$ cat src/rtl/tmr_pkg.sv
package tmr_pkg;
  localparam logic [1:0] A_CTRL0 = 2'd0;
  localparam logic [1:0] A_DATA0 = 2'd1;
  localparam logic [1:0] A_CTRL1 = 2'd2;
  localparam logic [1:0] A_DATA1 = 2'd3;

  // control byte, bit 7 down to bit 0
  typedef struct packed {
    logic cascade;
    logic cap_en;
    logic invert;
    logic level;
    logic every2;
    logic single;
    logic run;
    logic start;
  } ctrl_t;
endpackage

$ cat src/rtl/tmr_regs.sv
module tmr_regs
  import tmr_pkg::*;
#(
  parameter int unsigned W = 8
) (
  input  logic         clk_i,
  input  logic         rst_ni,
  input  logic         wr_en_i,
  input  logic [1:0]   wr_addr_i,
  input  logic [W-1:0] wr_data_i,
  output ctrl_t        ctrl0_o,
  output ctrl_t        ctrl1_o,
  output logic [W-1:0] data0_o,
  output logic [W-1:0] data1_o,
  output logic         ctrl0_we_o,
  output logic         ctrl1_we_o
);
  assign ctrl0_we_o = wr_en_i && (wr_addr_i == A_CTRL0);
  assign ctrl1_we_o = wr_en_i && (wr_addr_i == A_CTRL1);

  always_ff @(posedge clk_i or negedge rst_ni) begin
    if (!rst_ni) begin
      ctrl0_o <= '0;
      ctrl1_o <= '0;
      data0_o <= '0;
      data1_o <= '0;
    end else if (wr_en_i) begin
      case (wr_addr_i)
        A_CTRL0: ctrl0_o <= ctrl_t'(wr_data_i[7:0]);
        A_DATA0: data0_o <= wr_data_i;
        A_CTRL1: ctrl1_o <= ctrl_t'(wr_data_i[7:0]);
        default: data1_o <= wr_data_i;
      endcase
    end
  end


  ctrl0_write_chk: assert property (@(posedge clk_i) disable iff (!rst_ni)
    (ctrl0_o != $past(ctrl0_o)) |-> $past(wr_en_i && wr_addr_i == A_CTRL0));

  data1_write_chk: assert property (@(posedge clk_i) disable iff (!rst_ni)
    (data1_o != $past(data1_o)) |-> $past(wr_en_i && wr_addr_i == A_DATA1));
endmodule

$ cat src/rtl/tmr_channel.sv
module tmr_channel
  import tmr_pkg::*;
#(
  parameter int unsigned W  = 8,
  parameter int unsigned CW = W
) (
  input  logic          clk_i,
  input  logic          rst_ni,
  input  logic          tick_i,
  input  logic          freeze_i,
  input  logic          wide_i,
  input  logic          ctrl_we_i,
  input  logic          start_wr_i,
  input  logic          level_wr_i,
  input  ctrl_t         cfg_i,
  input  logic [CW-1:0] cmp_i,
  output logic [CW-1:0] cnt_o,
  output logic          out_o,
  output logic          irq_o
);
  localparam logic [W-1:0]  ONE_W = W'(1);
  localparam logic [CW-1:0] ONE_C = CW'(1);

  logic [CW-1:0] cnt_q, cnt_inc;
  logic start_q, phase_q, lvl_q, irq_q;
  logic hit, adv, restart;

  logic unused_cfg;
  assign unused_cfg = ^{cfg_i.cascade, cfg_i.cap_en, cfg_i.level, cfg_i.start};

  assign adv     = start_q && cfg_i.run && tick_i && !freeze_i;
  assign restart = ctrl_we_i && start_wr_i && !start_q;

  generate
    if (CW > W) begin : g_wide
      always_comb begin
        if (wide_i) begin
          hit     = (cnt_q == cmp_i);
          cnt_inc = cnt_q + ONE_C;
        end else begin
          hit     = (cnt_q[W-1:0] == cmp_i[W-1:0]);
          cnt_inc = {{(CW-W){1'b0}}, cnt_q[W-1:0] + ONE_W};
        end
      end
    end else begin : g_narrow
      logic unused_wide;
      assign unused_wide = wide_i;
      assign hit         = (cnt_q == cmp_i);
      assign cnt_inc     = cnt_q + ONE_C;
    end
  endgenerate

  always_ff @(posedge clk_i or negedge rst_ni) begin
    if (!rst_ni) begin
      cnt_q   <= '0;
      start_q <= 1'b0;
      phase_q <= 1'b0;
      lvl_q   <= 1'b0;
      irq_q   <= 1'b0;
    end else begin
      irq_q <= adv && hit && (!cfg_i.every2 || phase_q);
      if (restart) begin
        cnt_q   <= '0;
        phase_q <= 1'b0;
        lvl_q   <= level_wr_i;
        start_q <= 1'b1;
      end else begin
        if (adv) begin
          if (hit) begin
            cnt_q   <= '0;
            lvl_q   <= !lvl_q;
            phase_q <= !phase_q;
            if (cfg_i.single) start_q <= 1'b0;
          end else begin
            cnt_q <= cnt_inc;
          end
        end
        // a software write to start wins over the single-mode clear
        if (ctrl_we_i) start_q <= start_wr_i;
      end
    end
  end

  assign cnt_o = cnt_q;
  assign out_o = lvl_q ^ cfg_i.invert;
  assign irq_o = irq_q;


  irq_zero_chk: assert property (@(posedge clk_i) disable iff (!rst_ni)
    irq_q |-> (cnt_q == '0));

  pause_hold_chk: assert property (@(posedge clk_i) disable iff (!rst_ni)
    (!cfg_i.run && !ctrl_we_i) |=> $stable(cnt_q));

  single_stop_chk: assert property (@(posedge clk_i) disable iff (!rst_ni)
    ($fell(start_q) && !$past(ctrl_we_i)) |-> $past(cfg_i.single));

  lvl_toggle_chk: assert property (@(posedge clk_i) disable iff (!rst_ni)
    ((lvl_q != $past(lvl_q)) && !$past(restart)) |-> (cnt_q == '0));

  every2_chk: assert property (@(posedge clk_i) disable iff (!rst_ni)
    ($past(cfg_i.every2) && irq_q) |-> !phase_q);
endmodule

$ cat src/rtl/tmr_capture.sv
module tmr_capture #(
  parameter int unsigned CW = 16
) (
  input  logic          clk_i,
  input  logic          rst_ni,
  input  logic          cap_i,
  input  logic          en_i,
  input  logic [CW-1:0] val_i,
  output logic [CW-1:0] cap_o
);
  logic s1_q, s2_q, s3_q;
  logic [CW-1:0] cap_q;

  always_ff @(posedge clk_i or negedge rst_ni) begin
    if (!rst_ni) begin
      s1_q  <= 1'b0;
      s2_q  <= 1'b0;
      s3_q  <= 1'b0;
      cap_q <= '0;
    end else begin
      s1_q <= cap_i;
      s2_q <= s1_q;
      s3_q <= s2_q;
      if (en_i && s2_q && !s3_q) cap_q <= val_i;
    end
  end

  assign cap_o = cap_q;


  cap_enable_chk: assert property (@(posedge clk_i) disable iff (!rst_ni)
    (cap_q != $past(cap_q)) |-> $past(en_i));
endmodule

$ cat src/rtl/twin_timer.sv
module twin_timer
  import tmr_pkg::*;
#(
  parameter int unsigned W = 8
) (
  input  logic           clk_i,
  input  logic           rst_ni,
  input  logic           wr_en_i,
  input  logic [1:0]     wr_addr_i,
  input  logic [W-1:0]   wr_data_i,
  input  logic           tick_i,
  input  logic           cap_i,
  output logic [W-1:0]   count0_o,
  output logic [W-1:0]   count1_o,
  output logic [2*W-1:0] capture_o,
  output logic           tmr0_o,
  output logic           tmr1_o,
  output logic           irq0_o,
  output logic           irq1_o
);
  localparam int unsigned CW = 2 * W;

  ctrl_t ctrl0, ctrl1;
  logic [W-1:0]  data0, data1, cnt1;
  logic [CW-1:0] cnt0;
  logic ctrl0_we, ctrl1_we, cascade;

  assign cascade = ctrl0.cascade;

  tmr_regs #(.W(W)) u_regs (
    .clk_i, .rst_ni, .wr_en_i, .wr_addr_i, .wr_data_i,
    .ctrl0_o(ctrl0), .ctrl1_o(ctrl1), .data0_o(data0), .data1_o(data1),
    .ctrl0_we_o(ctrl0_we), .ctrl1_we_o(ctrl1_we)
  );

  tmr_channel #(.W(W), .CW(CW)) u_ch0 (
    .clk_i, .rst_ni, .tick_i,
    .freeze_i(1'b0), .wide_i(cascade),
    .ctrl_we_i(ctrl0_we), .start_wr_i(wr_data_i[0]), .level_wr_i(wr_data_i[4]),
    .cfg_i(ctrl0), .cmp_i({data1, data0}),
    .cnt_o(cnt0), .out_o(tmr0_o), .irq_o(irq0_o)
  );

  tmr_channel #(.W(W), .CW(W)) u_ch1 (
    .clk_i, .rst_ni, .tick_i,
    .freeze_i(cascade), .wide_i(1'b0),
    .ctrl_we_i(ctrl1_we), .start_wr_i(wr_data_i[0]), .level_wr_i(wr_data_i[4]),
    .cfg_i(ctrl1), .cmp_i(data1),
    .cnt_o(cnt1), .out_o(tmr1_o), .irq_o(irq1_o)
  );

  tmr_capture #(.CW(CW)) u_cap (
    .clk_i, .rst_ni, .cap_i, .en_i(ctrl0.cap_en), .val_i(cnt0), .cap_o(capture_o)
  );

  assign count0_o = cnt0[W-1:0];
  assign count1_o = cascade ? cnt0[CW-1:W] : cnt1;


  cascade_quiet_chk: assert property (@(posedge clk_i) disable iff (!rst_ni)
    $past(cascade) |-> !irq1_o);

  reset_idle_chk: assert property (@(posedge clk_i) disable iff (!rst_ni)
    $rose(rst_ni) |-> (!irq0_o && !irq1_o));
endmodule

$ cat config.mk
export PLATFORM = sky130hd
export DESIGN_NAME = twin_timer
export DESIGN_NICKNAME = d
export VERILOG_FILES = /design/src/rtl/tmr_pkg.sv /design/src/rtl/tmr_regs.sv /design/src/rtl/tmr_channel.sv /design/src/rtl/tmr_capture.sv /design/src/rtl/twin_timer.sv
export SDC_FILE = /design/constraint.sdc
export NUM_CORES = 1
export LEC_CHECK = 0
export BUFFER_PORTS_ARGS = -buffer_cell sky130_fd_sc_hd__buf_2
export CAP_MARGIN = 20
export CORE_MARGIN = 2
export CORE_UTILIZATION = 30
export CTS_CLUSTER_SIZE = 25
export DETAILED_ROUTE_END_ITERATION = 12
export GPL_TIMING_DRIVEN = 1
export SYNTH_ARGS = -nofsm -noshare
export SYNTH_HDL_FRONTEND = slang
export SYNTH_SLANG_ARGS = --single-unit
$ cat constraint.sdc
create_clock -name clk_i -period 2.4 [get_ports clk_i]
set_input_delay 0.48 -clock clk_i [delete_from_list [all_inputs] [get_ports clk_i]]
set_output_delay 0.48 -clock clk_i [all_outputs]
set_load 0.02 [all_outputs]
==> results of run 1 <==
[cell usage in the layout, fill, tap and decap left out, types with 3 or more instances in the layout]
cell type / n
dfrtp_1: 77
mux2_2: 49
buf_2: 49
xor2_1: 24
nand2_1: 23
xnor2_1: 20
nor2_1: 15
nor3_1: 12
buf_4: 11
nand4_1: 10
clkbuf_16: 9
inv_1: 7
o21ai_0: 7
nand3_1: 5
nor4_4: 3
nor3_2: 3
nand3b_1: 3
and3_1: 3
o2111ai_1: 3
nor4_1: 3
[routing by layer]
| layer | GRT usage | share of wire | wire length, um |
|---|---|---|---|
| met4 | 0.05648 | 0.023 | 205 |
| met2 | 0.2105 | 0.47 | 4098 |
| met1 | 0.1779 | 0.47 | 4117 |
| met3 | 0.03634 | 0.036 | 316 |
| met5 | 0 | 0 | 0 |
[sequential cells by signal, indices dropped and copies added (netlist names), 4 cells and up]
| name | flops |
|---|---|
| u_regs.ctrl1_o | 4 |
| u_regs.ctrl0_o | 6 |
| u_regs.data1_o | 8 |
| u_ch1.cnt_o | 8 |
| u_ch0.cnt_o | 16 |
| u_cap.cap_o | 16 |
| u_regs.data0_o | 8 |
[report_power, final]
group,switching [mW],leakage (nW),internal (mW),total (mW)
combinational,0.359,0.970,0.311,0.670
sequential,0.199,0.998,1.46,1.66
clock,0.529,0.148,0.861,1.39
total,1.09,2.12,2.63,3.72
[stage by stage]
step / hold WS [ns] / instance area, um^2 / setup slack, ns / power [mW] / util
after floorplan: 0.1844 / 3865 / 0.6332 / 2.149 / -
after global placement: 0.3351 / 4283 / 0.4050 / 2.344 / 0.3394
after detailed placement: 0.3347 / 4283 / 0.3919 / 2.364 / 0.3394
after CTS: 0.1204 / 4594 / 0.2696 / 3.773 / 0.3641
after global routing: 0.1506 / 4594 / 0.2201 / 3.915 / 0.3641
final: 0.1154 / 4594 / 0.2945 / 3.718 / 0.3641
[final cells by class]
cell class,count,area (um^2),area share
repair buffers,61,347.8,0.07571
clock inverters,5,58.81,0.01280
inverters,7,26.28,0.005719
multi-input cells,220,1767,0.3845
clock buffers,11,252.7,0.05501
well taps,172,215.2,0.04684
flip-flops and latches,77,1927,0.4194
[final timing paths]
check / from / end / slack [ns] / depth (start not counted)
worst min register to register: u_cap.s1_q / u_cap.s2_q / 0.35 / 0
min in group clk_i: cap_i / u_cap.s1_q / 0.25 / 1
worst min-delay path: rst_ni / u_ch0.cnt_o[9] / 0.12 / 1
worst max register to register: u_ch0.cnt_o[5] / u_ch0.lvl_q / 0.37 / 5
worst max-delay path: u_regs.ctrl0_o[7] / count1_o[0] / 0.29 / 2
max in group asynchronous: rst_ni / u_ch1.lvl_q / 1.69 / 2
[worst reg2reg max path, cell delays in order, from the launching register on]
cell and delay, ns:
dfrtp_1 0.49, xor2_1 0.24, nor4_4 0.38, nand2_2 0.16
or4_1 0.48, a31oi_1 0.20
[cells by family after synthesis]
kind of cell | share of synthesized area
compound gates | 0.04921
xor+xnor | 0.09971
fa+ha+maj | 0.006474
buf+inv | 0.04435
flops | 0.4985
mux | 0.1479
simple gates | 0.1538
==> summary.txt, run 1 <==
Synthesis
  – Seq/Total Area, Yosys: 0.4985
  – Cell with the most instances after synthesis: dfrtp_1
  – Post-Syn Area: 0.003865 mm^2
  – Yosys cell types: 50
  – Number of synthesized flops with an enable pin: 0
  – Synth warnings: 0
  – Post-synth top area share: 0.4985
  – Synth area leaders: dfrtp_1, mux2_2, xor2_1
  – Most frequent cells after synthesis: dfrtp_1, mux2_2, xor2_1, nand2_1, xnor2_1
  – Post-synth top flop: dfrtp_1
  – Yosys top cell by area: dfrtp_1
  – Post-synth ARST share: 1.000
  – Syn nets: 346
  – Mapped Cells: 329
  – Flops & latches, synth: 77
  – Avg Inst Size Synth: 11.75 um^2

Power and ir drop
  – Leakage power: 2.115 nW
  – VDD IR max: 0.4760 mV
  – Pwr dens: 809.3 mW/mm^2

Clocking
  – Root buffer cell: clkbuf_16
  – TritonCTS buffer count: 9
  – Clock Sink Count: 77
  – CTS tree: yes
  – CTS clk-pin slew, worst paths: 0.06 ns
  – Resized Gates After CTS: 0
  – Total number of H-tree levels: 3
  – # Post-CTS Setup Buffers: 0
  – CTS Hold Bufs: 0
  – Clk_lat worst skew: 0.34 ns
  – Clock Tree Buf Depth: 2

Cells and area
  – Layout Nets: 393
  – Area growth syn-to-layout: 18.87%
  – Fill count: 1311
  – Share of cells above drive strength 1: 0.3753
  – Non-Filler Instances: 553
  – N_diodes: 0

STA
  – RSZ-0062 raised after global routing: false
  – Tmin final: 2.105 ns
  – Slew HR: 0.5634
  – Final Skew: 0.008206 ns
  – Worst-margin pin slew: 0.6505 ns
  – Final setup vio count: 0
  – Final cycle utilization of the critical path: 0.8773
  – Hold Fails Final Rpt: 0
  – Setup_tns: 0 ns
  – Max-slew violation count: 0
  – Fmax: 474.9 MHz

Floorplan
  – Core ar.: 0.01262 mm^2
  – Die ar.: 0.01381 mm^2
  – Die height: 117.5 um
  – Die width: 117.5 um
  – Total I/O pin count: 51
  – Initial Util: 0.3063
  – Row count: 41

Critical path
  – CP Buf/Inv Count: 1
  – CP top delay family: flip-flops
  – Critical path's slowest cell: dfrtp_1
  – Element type at the critical path start: flop
  – CP Capture Type: output port
  – Worst path cell trace: mux2_2 -> buf_2
  – Crit path kind: flop to output port
  – Worst-path fanout max: 16
  – CP peak stage delay: 0.71 ns
  – CP required: 1.92 ns
  – Worst path arrival time: 1.63 ns

GRT
  – Overflow after GRT: 0
  – Pin count of the biggest net entering global routing: 41
  – Total Routing Usage GR: 0.1351
  – Vias in the first global route: 2730
  – Initial antenna violation count: 0
  – First-pass GRT wire length: 14.64 mm

Detailed routing
  – Post-route ant nets: 0
  – WL/cell: 15.80 um
  – Initial drt markers: 129
  – Via-per-instance ratio: 4.797
  – DRT Wirelength: 8.738 mm
  – Drt drc: 0
  – DRT Pass-1 Iters: 4
  – Vias: 2653

Hold path
  – Class of the worst hold path: input pin to async pin

Placement
  – Gpl congestion: 0.8194
  – Port bufs: 50
  – Hpwl dp: 6.623 mm
  – Placed Instances: 537

Run status
  – Status: complete, no violations

Flow run
  – Max cap viols: 0
Power figures use the tool's default switching activity.
==> run 2, diff against run 1 <==
--- a/config.mk
+++ b/config.mk
@@ -5,13 +5,14 @@
 export SDC_FILE = /design/constraint.sdc
 export NUM_CORES = 1
 export LEC_CHECK = 0
-export BUFFER_PORTS_ARGS = -buffer_cell sky130_fd_sc_hd__buf_2
 export CAP_MARGIN = 20
 export CORE_MARGIN = 2
 export CORE_UTILIZATION = 30
 export CTS_CLUSTER_SIZE = 25
 export DETAILED_ROUTE_END_ITERATION = 12
+export DONT_BUFFER_PORTS = 1
 export GPL_TIMING_DRIVEN = 1
 export SYNTH_ARGS = -nofsm -noshare
 export SYNTH_HDL_FRONTEND = slang
+export SYNTH_HIERARCHICAL = 1
 export SYNTH_SLANG_ARGS = --single-unit
==> run 2 against run 1 <==
  * Power increased by 4.6%
  * Highest routed layer unchanged
  * Wire length increased by 7.5%
  * Die area increased by 2.7%
  * Clock power increased by 6%
  * Area after synthesis increased by 2.8%
==> summary.txt, run 2 <==
Detailed routing
  – Max layer used: met4
  – Met3 routed WL: 647 um
  – DRT Wirelength: 9.397 mm
  – DR WL met2: 4.094 mm
  – Via-per-instance ratio: 5.040
  – DRT Pass-1 Iters: 4
  – Post-route ant nets: 0
  – Metal-1 WL: 4.440 mm
  – Drt drc: 0
  – WL/cell: 18.00 um
  – Initial drt markers: 154
  – Vias: 2631

Clocking
  – Clock Sink Count: 77
  – # Post-CTS Setup Buffers: 0
  – Root buffer cell: clkbuf_16
  – Total number of H-tree levels: 3
  – Clk_lat worst skew: 0.34 ns
  – CTS clk-pin slew, worst paths: 0.06 ns
  – TritonCTS buffer count: 9
  – Clock Tree Buf Depth: 2
  – CTS tree: yes

STA
  – Slew HR: 0.5663
  – Setup ws final: 0.3010 ns
  – Worst-margin pin slew: 0.6476 ns
  – Fmax: 476.4 MHz
  – Setup_tns: 0 ns
  – RSZ-0062 raised after global routing: false
  – Final Skew: 0.006876 ns
  – WHS: 0.03536 ns
  – Hold Fails Final Rpt: 0
  – Final cycle utilization of the critical path: 0.8746
  – Max-slew violation count: 0
  – Final setup vio count: 0
  – Tmin final: 2.099 ns

Hold path
  – Class of the worst hold path: input pin to async pin

Floorplan
  – Total I/O pin count: 51
  – Die ar.: 0.01418 mm^2
  – Die width: 119.1 um
  – Initial Util: 0.3037
  – Row count: 42
  – Die height: 119.1 um
  – Core ar.: 0.01309 mm^2

Cells and area
  – N_diodes: 0
  – Most frequent cells in the layout: dfrtp_1, mux2_2, xor2_1
  – Non-Filler Instances: 522
  – Layout Nets: 358
  – Commonest non-fill, non-tap cell in the layout: dfrtp_1
  – Area growth syn-to-layout: 15.96%
  – Share of cells above drive strength 1: 0.3006

GRT
  – First-pass GRT wire length: 15.17 mm
  – Overflow after GRT: 0
  – Total Routing Usage GR: 0.1404
  – Vias in the first global route: 2674
  – Pin count of the biggest net entering global routing: 78
  – Initial antenna violation count: 0

Synthesis
  – Mapped Cells: 323
  – Post-Syn Area: 0.003974 mm^2
  – Avg Inst Size Synth: 12.30 um^2
  – Synth warnings: 6

Critical path
  – CP peak stage delay: 0.49 ns
  – Worst path arrival time: 2.30 ns
  – Reg-to-reg endpoint: u_ch0/cnt_o[1]
  – R2R setup slack: 0.30 ns
  – Reg-to-reg startpoint: u_ch0/cnt_o[6]
  – CP Buf/Inv Count: 1
  – Worst-path fanout max: 8
  – CP Capture Type: flop
  – Worst path cell trace: xor2_1 -> nor4_1 -> nand2_1 -> buf_4 -> nor2_1 -> o21ai_0
  – CP top delay family: simple AND/OR/NAND/NOR gates
  – R2R depth: 6
  – Crit path kind: flop to flop
  – Critical path's slowest cell: nor4_1
  – CP required: 2.61 ns
  – Element type at the critical path start: flop

Placement
  – Pre-CTS setup slack: 0.2324 ns
  – Placed Instances: 505
  – Gpl congestion: 0.7803
  – Hpwl dp: 6.854 mm
  – Port bufs: 0

Run status
  – Status: complete, no violations

Power and ir drop
  – Pwr dens: 844.2 mW/mm^2
  – VDD IR max: 0.3616 mV
  – Leakage power: 2.017 nW

Flow run
  – Max cap viols: 0
[run 2: per-layer routing]
metal | global-route usage | vias to the layer above
li1 | - | 1225
met1 | 0.1899 | 1323
met2 | 0.2008 | 66
met3 | 0.04885 | 17
met4 | 0.06473 | 0
met5 | 0 | -
[run 2: area by class of cell]
class / count / area, um^2
flip-flops and latches: 77 / 1927
fillers: 1263 / 8477
inverters: 4 / 15.01
well taps: 176 / 220.2
multi-input cells: 232 / 1973
repair buffers: 17 / 147.6
clock inverters: 6 / 86.33
clock buffers: 10 / 239.0
[run 2: power breakdown]
group | leakage [nW] | switching, mW | internal (mW)
Combinational | 0.897 | 0.368 | 0.338
Clock | 0.158 | 0.539 | 0.936
Sequential | 0.962 | 0.241 | 1.47
Total | 2.02 | 1.15 | 2.74
[run 2: how the worst max path moves through the flow]
stage / slack (ns) / startpoint / to / cells past startpoint
detailed placement: 0.23 / u_ch0/cnt_o[10] / u_ch0/cnt_o[8] / 5
CTS: 0.23 / u_ch0/cnt_o[10] / u_ch0/cnt_o[8] / 5
finish: 0.30 / u_ch0/cnt_o[6] / u_ch0/cnt_o[1] / 6
global placement: 0.29 / u_ch0/cnt_o[9] / u_ch0/cnt_o[8] / 5
floorplan: 0.45 / wr_addr_i[0] / u_ch0/cnt_o[11] / 7
global route: 0.19 / u_ch0/cnt_o[6] / u_ch0/cnt_o[1] / 6
[run 2: repair_timing]
action                                 CTS  global route
hold buffers                             1             0
endpoints found under the hold margin   77             0
gates resized for setup                  0             1
setup endpoints to repair                0             1
[run 2: metrics by stage]
step / utilization / instance area (um^2) / power (mW)
finish: 0.3522 / 4608 / 3.890
global route: 0.3522 / 4608 / 4.080
CTS: 0.3519 / 4604 / 3.930
detailed placement: 0.3249 / 4252 / 2.409
global placement: 0.3249 / 4252 / 2.391
floorplan: - / 3978 / 2.233
